--- src/rtl/dbg_cmd_seq.sv ---
module dbg_cmd_seq #(
  parameter int LONG_GAP  = 150,
  parameter int SHORT_GAP = 32
) (
  input  logic        clk,
  input  logic        rst_n,
  input  logic        dclk_en,
  input  logic        req_valid,
  input  logic [7:0]  req_opcode,
  input  logic [15:0] req_addr,
  input  logic [15:0] req_wdata,
  output logic        busy,
  output logic        done,
  output logic [15:0] rdata,
  output logic        tx_valid,
  output logic        tx_word,
  output logic [15:0] tx_data,
  input  logic        tx_ready,
  output logic        rx_ready,
  input  logic        rx_valid,
  input  logic [15:0] rx_data
);
  localparam int GMAX = (LONG_GAP > SHORT_GAP) ? LONG_GAP : SHORT_GAP;
  localparam int CW   = $clog2(GMAX + 1);

  localparam logic [2:0] K_HWRD = 3'd0, K_HWWR = 3'd1, K_FWRD = 3'd2,
                         K_FWWR = 3'd3, K_NODAT = 3'd4, K_UNK = 3'd5;

  typedef enum logic [2:0] {S_IDLE, S_OPC, S_ADR, S_DAT, S_GAP, S_RX} st_t;

  st_t         st;
  logic [2:0]  cls;
  logic [7:0]  opc;
  logic [15:0] adr, wd;
  logic [CW-1:0] gap_len, cnt;
  logic        done_q;
  logic [15:0] rdata_q;

  function automatic logic [2:0] classify(input logic [7:0] op);
    if (op[7:4] == 4'hE && op[1:0] == 2'b00)      return K_HWRD;
    else if (op[7:4] == 4'hC && op[1:0] == 2'b00) return K_HWWR;
    else if (op >= 8'h62 && op <= 8'h67)          return K_FWRD;
    else if (op >= 8'h42 && op <= 8'h47)          return K_FWWR;
    else if (op == 8'h08 || op == 8'h10 || op == 8'h18) return K_NODAT;
    else                                          return K_UNK;
  endfunction

  assign busy     = (st != S_IDLE);
  assign done     = done_q;
  assign rdata    = rdata_q;
  assign tx_valid = (st == S_OPC) || (st == S_ADR) || (st == S_DAT);
  assign tx_word  = (st != S_OPC);
  assign tx_data  = (st == S_OPC) ? {8'h00, opc} : (st == S_ADR) ? adr : wd;
  assign rx_ready = (st == S_RX);

  wire tx_fire  = tx_valid && tx_ready;
  wire is_read  = (cls == K_HWRD) || (cls == K_FWRD);
  wire gap_last = (cnt == gap_len - CW'(1));

  always_ff @(posedge clk) begin
    if (!rst_n) begin
      st      <= S_IDLE;
      cls     <= K_UNK;
      opc     <= 8'h00;
      adr     <= 16'h0;
      wd      <= 16'h0;
      gap_len <= '0;
      cnt     <= '0;
      done_q  <= 1'b0;
      rdata_q <= 16'h0;
    end else begin
      done_q <= 1'b0;
      case (st)
        S_IDLE: if (req_valid) begin
          opc <= req_opcode;
          adr <= req_addr;
          wd  <= req_wdata;
          cls <= classify(req_opcode);
          st  <= S_OPC;
        end
        S_OPC: if (tx_fire) begin
          case (cls)
            K_HWRD, K_HWWR: st <= S_ADR;
            K_FWWR:         st <= S_DAT;
            K_FWRD: begin
              gap_len <= CW'(SHORT_GAP);
              cnt     <= '0;
              st      <= S_GAP;
            end
            K_NODAT: begin
              done_q <= 1'b1;
              st     <= S_IDLE;
            end
            default: begin
              gap_len <= CW'(LONG_GAP);
              cnt     <= '0;
              st      <= S_GAP;
            end
          endcase
        end
        S_ADR: if (tx_fire) begin
          if (cls == K_HWWR) st <= S_DAT;
          else begin
            gap_len <= CW'(LONG_GAP);
            cnt     <= '0;
            st      <= S_GAP;
          end
        end
        S_DAT: if (tx_fire) begin
          gap_len <= CW'(LONG_GAP);
          cnt     <= '0;
          st      <= S_GAP;
        end
        S_GAP: if (dclk_en) begin
          if (gap_last) begin
            cnt <= '0;
            if (is_read) st <= S_RX;
            else begin
              done_q <= 1'b1;
              st     <= S_IDLE;
            end
          end else begin
            cnt <= cnt + CW'(1);
          end
        end
        S_RX: if (rx_valid) begin
          rdata_q <= rx_data;
          done_q  <= 1'b1;
          st      <= S_IDLE;
        end
        default: st <= S_IDLE;
      endcase
    end
  end
endmodule

--- config.mk ---
export PLATFORM = sky130hd
export DESIGN_NAME = dbg_cmd_seq
export DESIGN_NICKNAME = d
export VERILOG_FILES = /design/src/rtl/dbg_cmd_seq.sv
export SDC_FILE = /design/constraint.sdc
export NUM_CORES = 1
export LEC_CHECK = 0
export ABC_AREA = 1
export BUFFER_PORTS_ARGS = -buffer_cell sky130_fd_sc_hd__buf_2
export CAP_MARGIN = 0
export CORE_MARGIN = 5
export CORE_UTILIZATION = 55
export CTS_BUF_LIST = sky130_fd_sc_hd__clkbuf_8
export DETAILED_ROUTE_END_ITERATION = 6
export GPL_ROUTABILITY_DRIVEN = 0
export PLACE_DENSITY = 0.9
export SYNTH_ARGS = -nofsm -noshare
export SYNTH_HDL_FRONTEND = slang
export SYNTH_SLANG_ARGS = --single-unit
--- constraint.sdc ---
create_clock -name clk -period 1.9 [get_ports clk]
set_input_delay 0.19 -clock clk [delete_from_list [all_inputs] [get_ports clk]]
set_output_delay 0.19 -clock clk [all_outputs]
set_load 0.005 [all_outputs]
## Word level (Yosys, flattened, before mapping)

Cells that the tools add are included.

| storage, ports and cells | value |
|---|---|
| flip-flop bits (word level) | 79 |
| output and inout port bits | 37 |
| input port bits | 62 |

| cells by class | value |
|---|---|
| reduce and logical (&&, ||, !) cells | 23 |
| muxes and demuxes | 39 |
| equal/unequal tests | 25 |
| add/sub/neg operators | 2 |
| $lt $le $gt $ge | 4 |

Operators with widths:

| cell | number |
|---|---|
| two-way mux 8 bit | 11 |
| two-way mux 3 bit | 13 |
| two-way mux 16 bit | 2 |
| one-hot mux 8 bit (4 select lines) | 1 |
| one-hot mux 8 bit (3 select lines) | 1 |
| one-hot mux 3 bit (6 select lines) | 1 |
| equality test 8 x 5 -> 1 bit (second input constant) | 2 |
| >= comparator 8 x 7 -> 1 bit (second input constant) | 2 |
| <= comparator 8 x 7 -> 1 bit (second input constant) | 2 |
| != test 2 bit (second input constant) | 8 |
| one-hot mux 8 bit (2 select lines) | 1 |
| AND reduction 7 bit | 2 |
| equality test 3 x 2 -> 1 bit (second input constant) | 4 |
| equality test 3 bit (second input constant) | 3 |
| one-hot mux 3 bit (3 select lines) | 1 |
| adder 8 x 1 -> 8 bit (second input constant) | 1 |
| equality test 4 bit (second input constant) | 2 |
| equality test 8 x 4 -> 1 bit (second input constant) | 1 |
| equality test 8 bit | 1 |
| subtractor 8 x 1 -> 8 bit (second input constant) | 1 |
| two-way mux 1 bit | 7 |
| equality test 3 x 1 -> 1 bit (second input constant) | 2 |
| zero test 3 bit | 2 |
| AND reduction 6 bit | 1 |
| 11 further kinds | 21 |

## Longest topological paths before layout

| logic depth | value |
|---|---|
| depth in word-level cells | 8 |
| gate-level depth with buffers | 11 |
| depth with buffers taken out | 11 |

## Least setup slack after synthesis

No wires, ideal clock.

| path | value |
|---|---|
| kind | flip-flop to flip-flop |
| start point | reg gap_len[4] |
| end point | reg cnt[1] |
| period minus slack after synthesis | 1.475 ns |
| setup time | 0.113 ns |
| path buffers | 0 |
| slack | 0.425 ns |
| data required time | 1.787 ns |
| arrival | 1.362 ns |
| stages on the path, launching flop included | 12 |
| cell sequence | dfxtp_1 inv_1 ha_1 inv_1 nand2_1 nand2_1 nor2_1 nand3_1 nand2_1 nand2_2 nand2_2 nor2_1 |

| between the ends | value |
|---|---|
| longest elaborated chain between the ends | 5 |

RTL lines:

| item | line | RTL |
|---|---|---|
| start: declaration | 35 | `logic [CW-1:0] gap_len, cnt;` |
| start signal: assignment | 86 | `gap_len <= CW'(SHORT_GAP);` |
| start signal: assignment | 95 | `gap_len <= CW'(LONG_GAP);` |
| start signal: assignment | 104 | `gap_len <= CW'(LONG_GAP);` |
| subtractor 8 x 1 -> 8 bit | 58 | `wire gap_last = (cnt == gap_len - CW'(1));` |
| equality test 8 bit | 58 |  |
| two-way mux 8 bit | 115 | `if (gap_last) begin` |
| two-way mux 8 bit | 114 | `S_GAP: if (dclk_en) begin` |
| one-hot mux 8 bit (4 select lines) | 73 | `case (st)` |
| end signal: assignment | 123 | `cnt <= cnt + CW'(1);` |
| end: declaration | 35 |  |

No other way between the ends. The select of a mux whose other input is x is not followed.
A chain may end at the register's enable or synchronous reset.

## Final worst setup path

| path | value |
|---|---|
| start point | reg st[2] |
| end point | out tx_data[6] |

| between the ends | value |
|---|---|
| longest elaborated chain between the ends | 3 |

RTL lines:

| item | line | RTL |
|---|---|---|
| start: declaration | 31 | `st_t st;` |
| start signal: assignment | 62 | `st <= S_IDLE;` |
| start signal: assignment | 79 | `st <= S_OPC;` |
| start signal: assignment | 83 | `K_HWRD, K_HWWR: st <= S_ADR;` |
| equality test 3 x 2 -> 1 bit | 53 | `assign tx_data = (st == S_OPC) ? {8'h00, opc} : (st == S_ADR) ? adr : wd;` |
| two-way mux 16 bit | 53 |  |
| two-way mux 16 bit * | 53 |  |
| end: declaration | 17 | `output logic [15:0] tx_data,` |

Every way passes the cells marked *; elsewhere a longest branch is shown, timed or not.

==> flow_metrics.py <==
metrics = {
    "sta": {
        "hold_violations": 0,
        "setup-violations-final": 0,
        "slew-limit-headroom_pct": 50.90,
        "min_period_ns": 1.837,
        "min_period_over_period_pct": 96.67,
        "hold_slack_ns": 0.05370,
        "slew_viol_final": 0,
        "fmax_mhz": 544.5,
        "tightest_slew_ns": 0.7357,
        "fin_skew_ns": 0.01319,
    },
    "routing": {
        "antenna_left": 0,
        "vias": 3785,
        "wire_per_inst_um": 13.71,
        "vias_per_cell": 5.423,
        "wirelength_mm": 9.567,
        "first_pass_iters": 5,
        "drt_drc_violations_left": 0,
        "drt_iter0_drc": 211,
    },
    "place": {
        "io_buffers": 98,
        "post-dp-hpwl_mm": 6.769,
        "placed_area_mm2": 0.004257,
    },
    "worst_setup_path": {
        "r2r-end": "cnt[6]",
        "required_ns": 1.71,
        "worstPathCellList": "nor2_8 > nand2_8 > buf_12 > o211ai_1 > o21ai_1 > buf_2",
        "start_kind": "register",
        "r2r_slack_ns": 0.17,
        "critPathMaxFanout": 27,
        "worstSetupPathType": "register to output port",
        "cpMaxStageDelayCell": "dfxtp_2",
        "r2r-start": "gap_len[4]",
        "ff2ff_path_depth": 11,
        "critPathArrivalTime_ns": 1.65,
        "slowest_delay_ns": 0.38,
        "end_kind": "output port",
    },
    "floorplan": {
        "core_area_mm2": 0.006719,
        "dieArea_mm2": 0.008549,
        "fp.dieW_um": 92.46,
        "start_util_pct": 55.66,
        "fp.dieH_um": 92.46,
        "ios": 99,
        "rows": 30,
    },
    "layout": {
        "stdcell_area_mm2": 0.004506,
        "ff_latch_area_mm2": 0.001470,
        "synthToLayoutAreaGrowth_pct": 20.48,
        "diodes": 0,
        "layout-drive-gt1-share_pct": 27.18,
        "nNetsFinal": 679,
        "multiInputGateArea_mm2": 0.001923,
        "fillers": 543,
    },
    "global_route": {
        "grt_pass1_wl_mm": 14.99,
        "overflow": 0,
        "grt_usage_pct": 21.50,
        "antenna_found_initial": 0,
        "grt_pass1_vias": 3502,
        "grt_max_degree": 51,
    },
    "cts": {
        "cts.sinks": 73,
        "cts.path.max_buffers": 2,
        "path_clk_slew_ns": 0.08,
        "ctsHoldBuffers": 0,
        "clockRootBuffer": "clkbuf_8",
        "cts_tree": "done",
        "cts_max_level": 3,
        "clock_latency_ns": 0.35,
        "numCtsBuffers": 9,
    },
    "min_path": {
        "holdPathEnd": "adr[14]",
        "hp-start": "req_addr[14]",
        "min_path_cells": 3,
        "hp-class": "primary input to register",
    },
    "synthesis": {
        "synthDistinctLibCells": 30,
        "ys_seq_area_share_pct": 39.08,
        "syn-num-nets": 586,
        "yosys_warnings": 0,
        "ys_ff_latch": 73,
        "postSynthCellCount": 521,
        "syn_area_mm2": 0.003740,
        "syn_avg_cell_area_um2": 7.178,
    },
    "power_and_ir_drop": {
        "leakage_nw": 2.097,
        "ir_worst_vdd_uv": 733.6,
        "power_w": 0.006269,
        "p_per_area_mw_per_mm2": 1391,
    },
    "flow_run": {
        "maxCapViolCount": 0,
    },
    "run_status": {
        "status": "complete, no violations",
    },
}
state kept, by name (all words and copies together), names as in the netlist:
name     cells
done         1
cls          3
cnt          8
st           3
wd          16
adr         16
rdata       16
gap_len      2
opc          8
repair_timing:
item	CTS	global route
gates cloned	0	1
endpoints found under the setup margin	18	22
pin swaps	0	1
setup buffers	0	2
resized for setup	4	8
synthesized netlist by cell type:
cell type | n | area [um^2]
nand3_4 | 2 | 35.03
clkbuf_1 | 9 | 33.78
o2111ai_1 | 1 | 8.760
inv_4 | 1 | 6.260
nand2_2 | 9 | 56.30
nor2_2 | 2 | 12.51
buf_1 | 2 | 7.510
o21ai_0 | 52 | 260.3
nor3_1 | 4 | 20.02
nor2_1 | 71 | 266.5
nand2_4 | 7 | 78.83
nand3_2 | 2 | 20.02
dfxtp_1 | 73 | 1461
a31oi_1 | 1 | 6.260
nor2_8 | 5 | 100.1
a21oi_1 | 62 | 310.3
and3_1 | 1 | 6.260
inv_6 | 2 | 17.52
nand4_1 | 3 | 18.77
inv_2 | 7 | 26.28
nand2_1 | 72 | 270.3
inv_1 | 47 | 176.4
nand2_8 | 1 | 20.02
ha_1 | 3 | 37.54
o211ai_1 | 9 | 67.56
nand3_1 | 45 | 225.2
buf_2 | 10 | 50.05
nor2_4 | 2 | 22.52
buf_6 | 6 | 67.56
o21ai_1 | 10 | 50.05
worst max-delay path: cells and delay by family, from the launching register on:
kind | cells | cell delay [ns]
and+or+nand+nor | 2 | 0.25
AOI/OAI and AO/OA | 2 | 0.34
DFF | 1 | 0.38
buffers and inverters | 2 | 0.31
kinds of logic (layout without fill, tap and decap cells):
family | count (synthesis) | in the layout | synth area share [%]
and+or+nand+nor | 226 | 227 | 30.81
AOI/OAI and AO/OA | 135 | 135 | 18.80
buffers and inverters | 84 | 180 | 10.30
DFF | 73 | 73 | 39.08
adders and majority gates | 3 | 3 | 1.004
layer usage:
layer	track usage, %	up-vias	part of all wire (%)
li1	-	1901	-
met1	25.26	1696	41
met2	36.92	164	49
met3	6.661	24	7.4
met4	7.426	0	2.3
met5	0	-	0
worst max path at each step:
| stage | from | endpoint | cells after the start |
|---|---|---|---|
| finish | st[2] | tx_data[6] | 6 |
| global route | st[2] | tx_data[0] | 6 |
| CTS | st[0] | tx_data[6] | 6 |
| detailed placement | st[0] | tx_data[6] | 4 |
| global placement | st[0] | tx_data[4] | 4 |
| floorplan | gap_len[4] | cnt[1] | 11 |
final cells by class:
type                    instances  area share [%]
clock buffers                  10           3.055
clock inverters                 5           1.277
inverters                      57           5.026
multi-input cells             365           42.68
flip-flops and latches         73           32.63
well taps                      80           2.222
repair buffers                108           13.11
where the power goes:
part / leakage [nW] / switching (W) / internal [W]
registers: 0.600 / 0.000237 / 0.00187
clock network: 0.0958 / 0.000579 / 0.000632
logic: 1.40 / 0.00182 / 0.00113
total: 2.10 / 0.00264 / 0.00363
placed cells by master, fill, tap and decap left out, drive strengths merged:
cell type / count
a21oi: 62
a31oi: 1
and3: 1
buf: 108
bufinv: 1
clkbuf: 10
clkinv: 1
clkinvlp: 2
dfxtp: 73
ha: 3
inv: 58
nand2: 89
nand3: 50
nand4: 3
nor2: 80
nor3: 4
o2111ai: 1
o211ai: 9
o21ai: 62
through the flow:
| step | util [%] | std cells | TNS, ns | setup WS, ns |
|---|---|---|---|---|
| global placement | 63.35 | 680 | 0 | 0.1113 |
| finish | 67.06 | 698 | 0 | 0.06335 |
| global route | 67.06 | 698 | -0.02048 | -0.02048 |
| CTS | 66.35 | 695 | 0 | 0.0008235 |
| floorplan | - | 521 | 0 | 0.4247 |
| detailed placement | 63.35 | 680 | 0 | 0.06935 |
(Power assumes the default switching activity.)
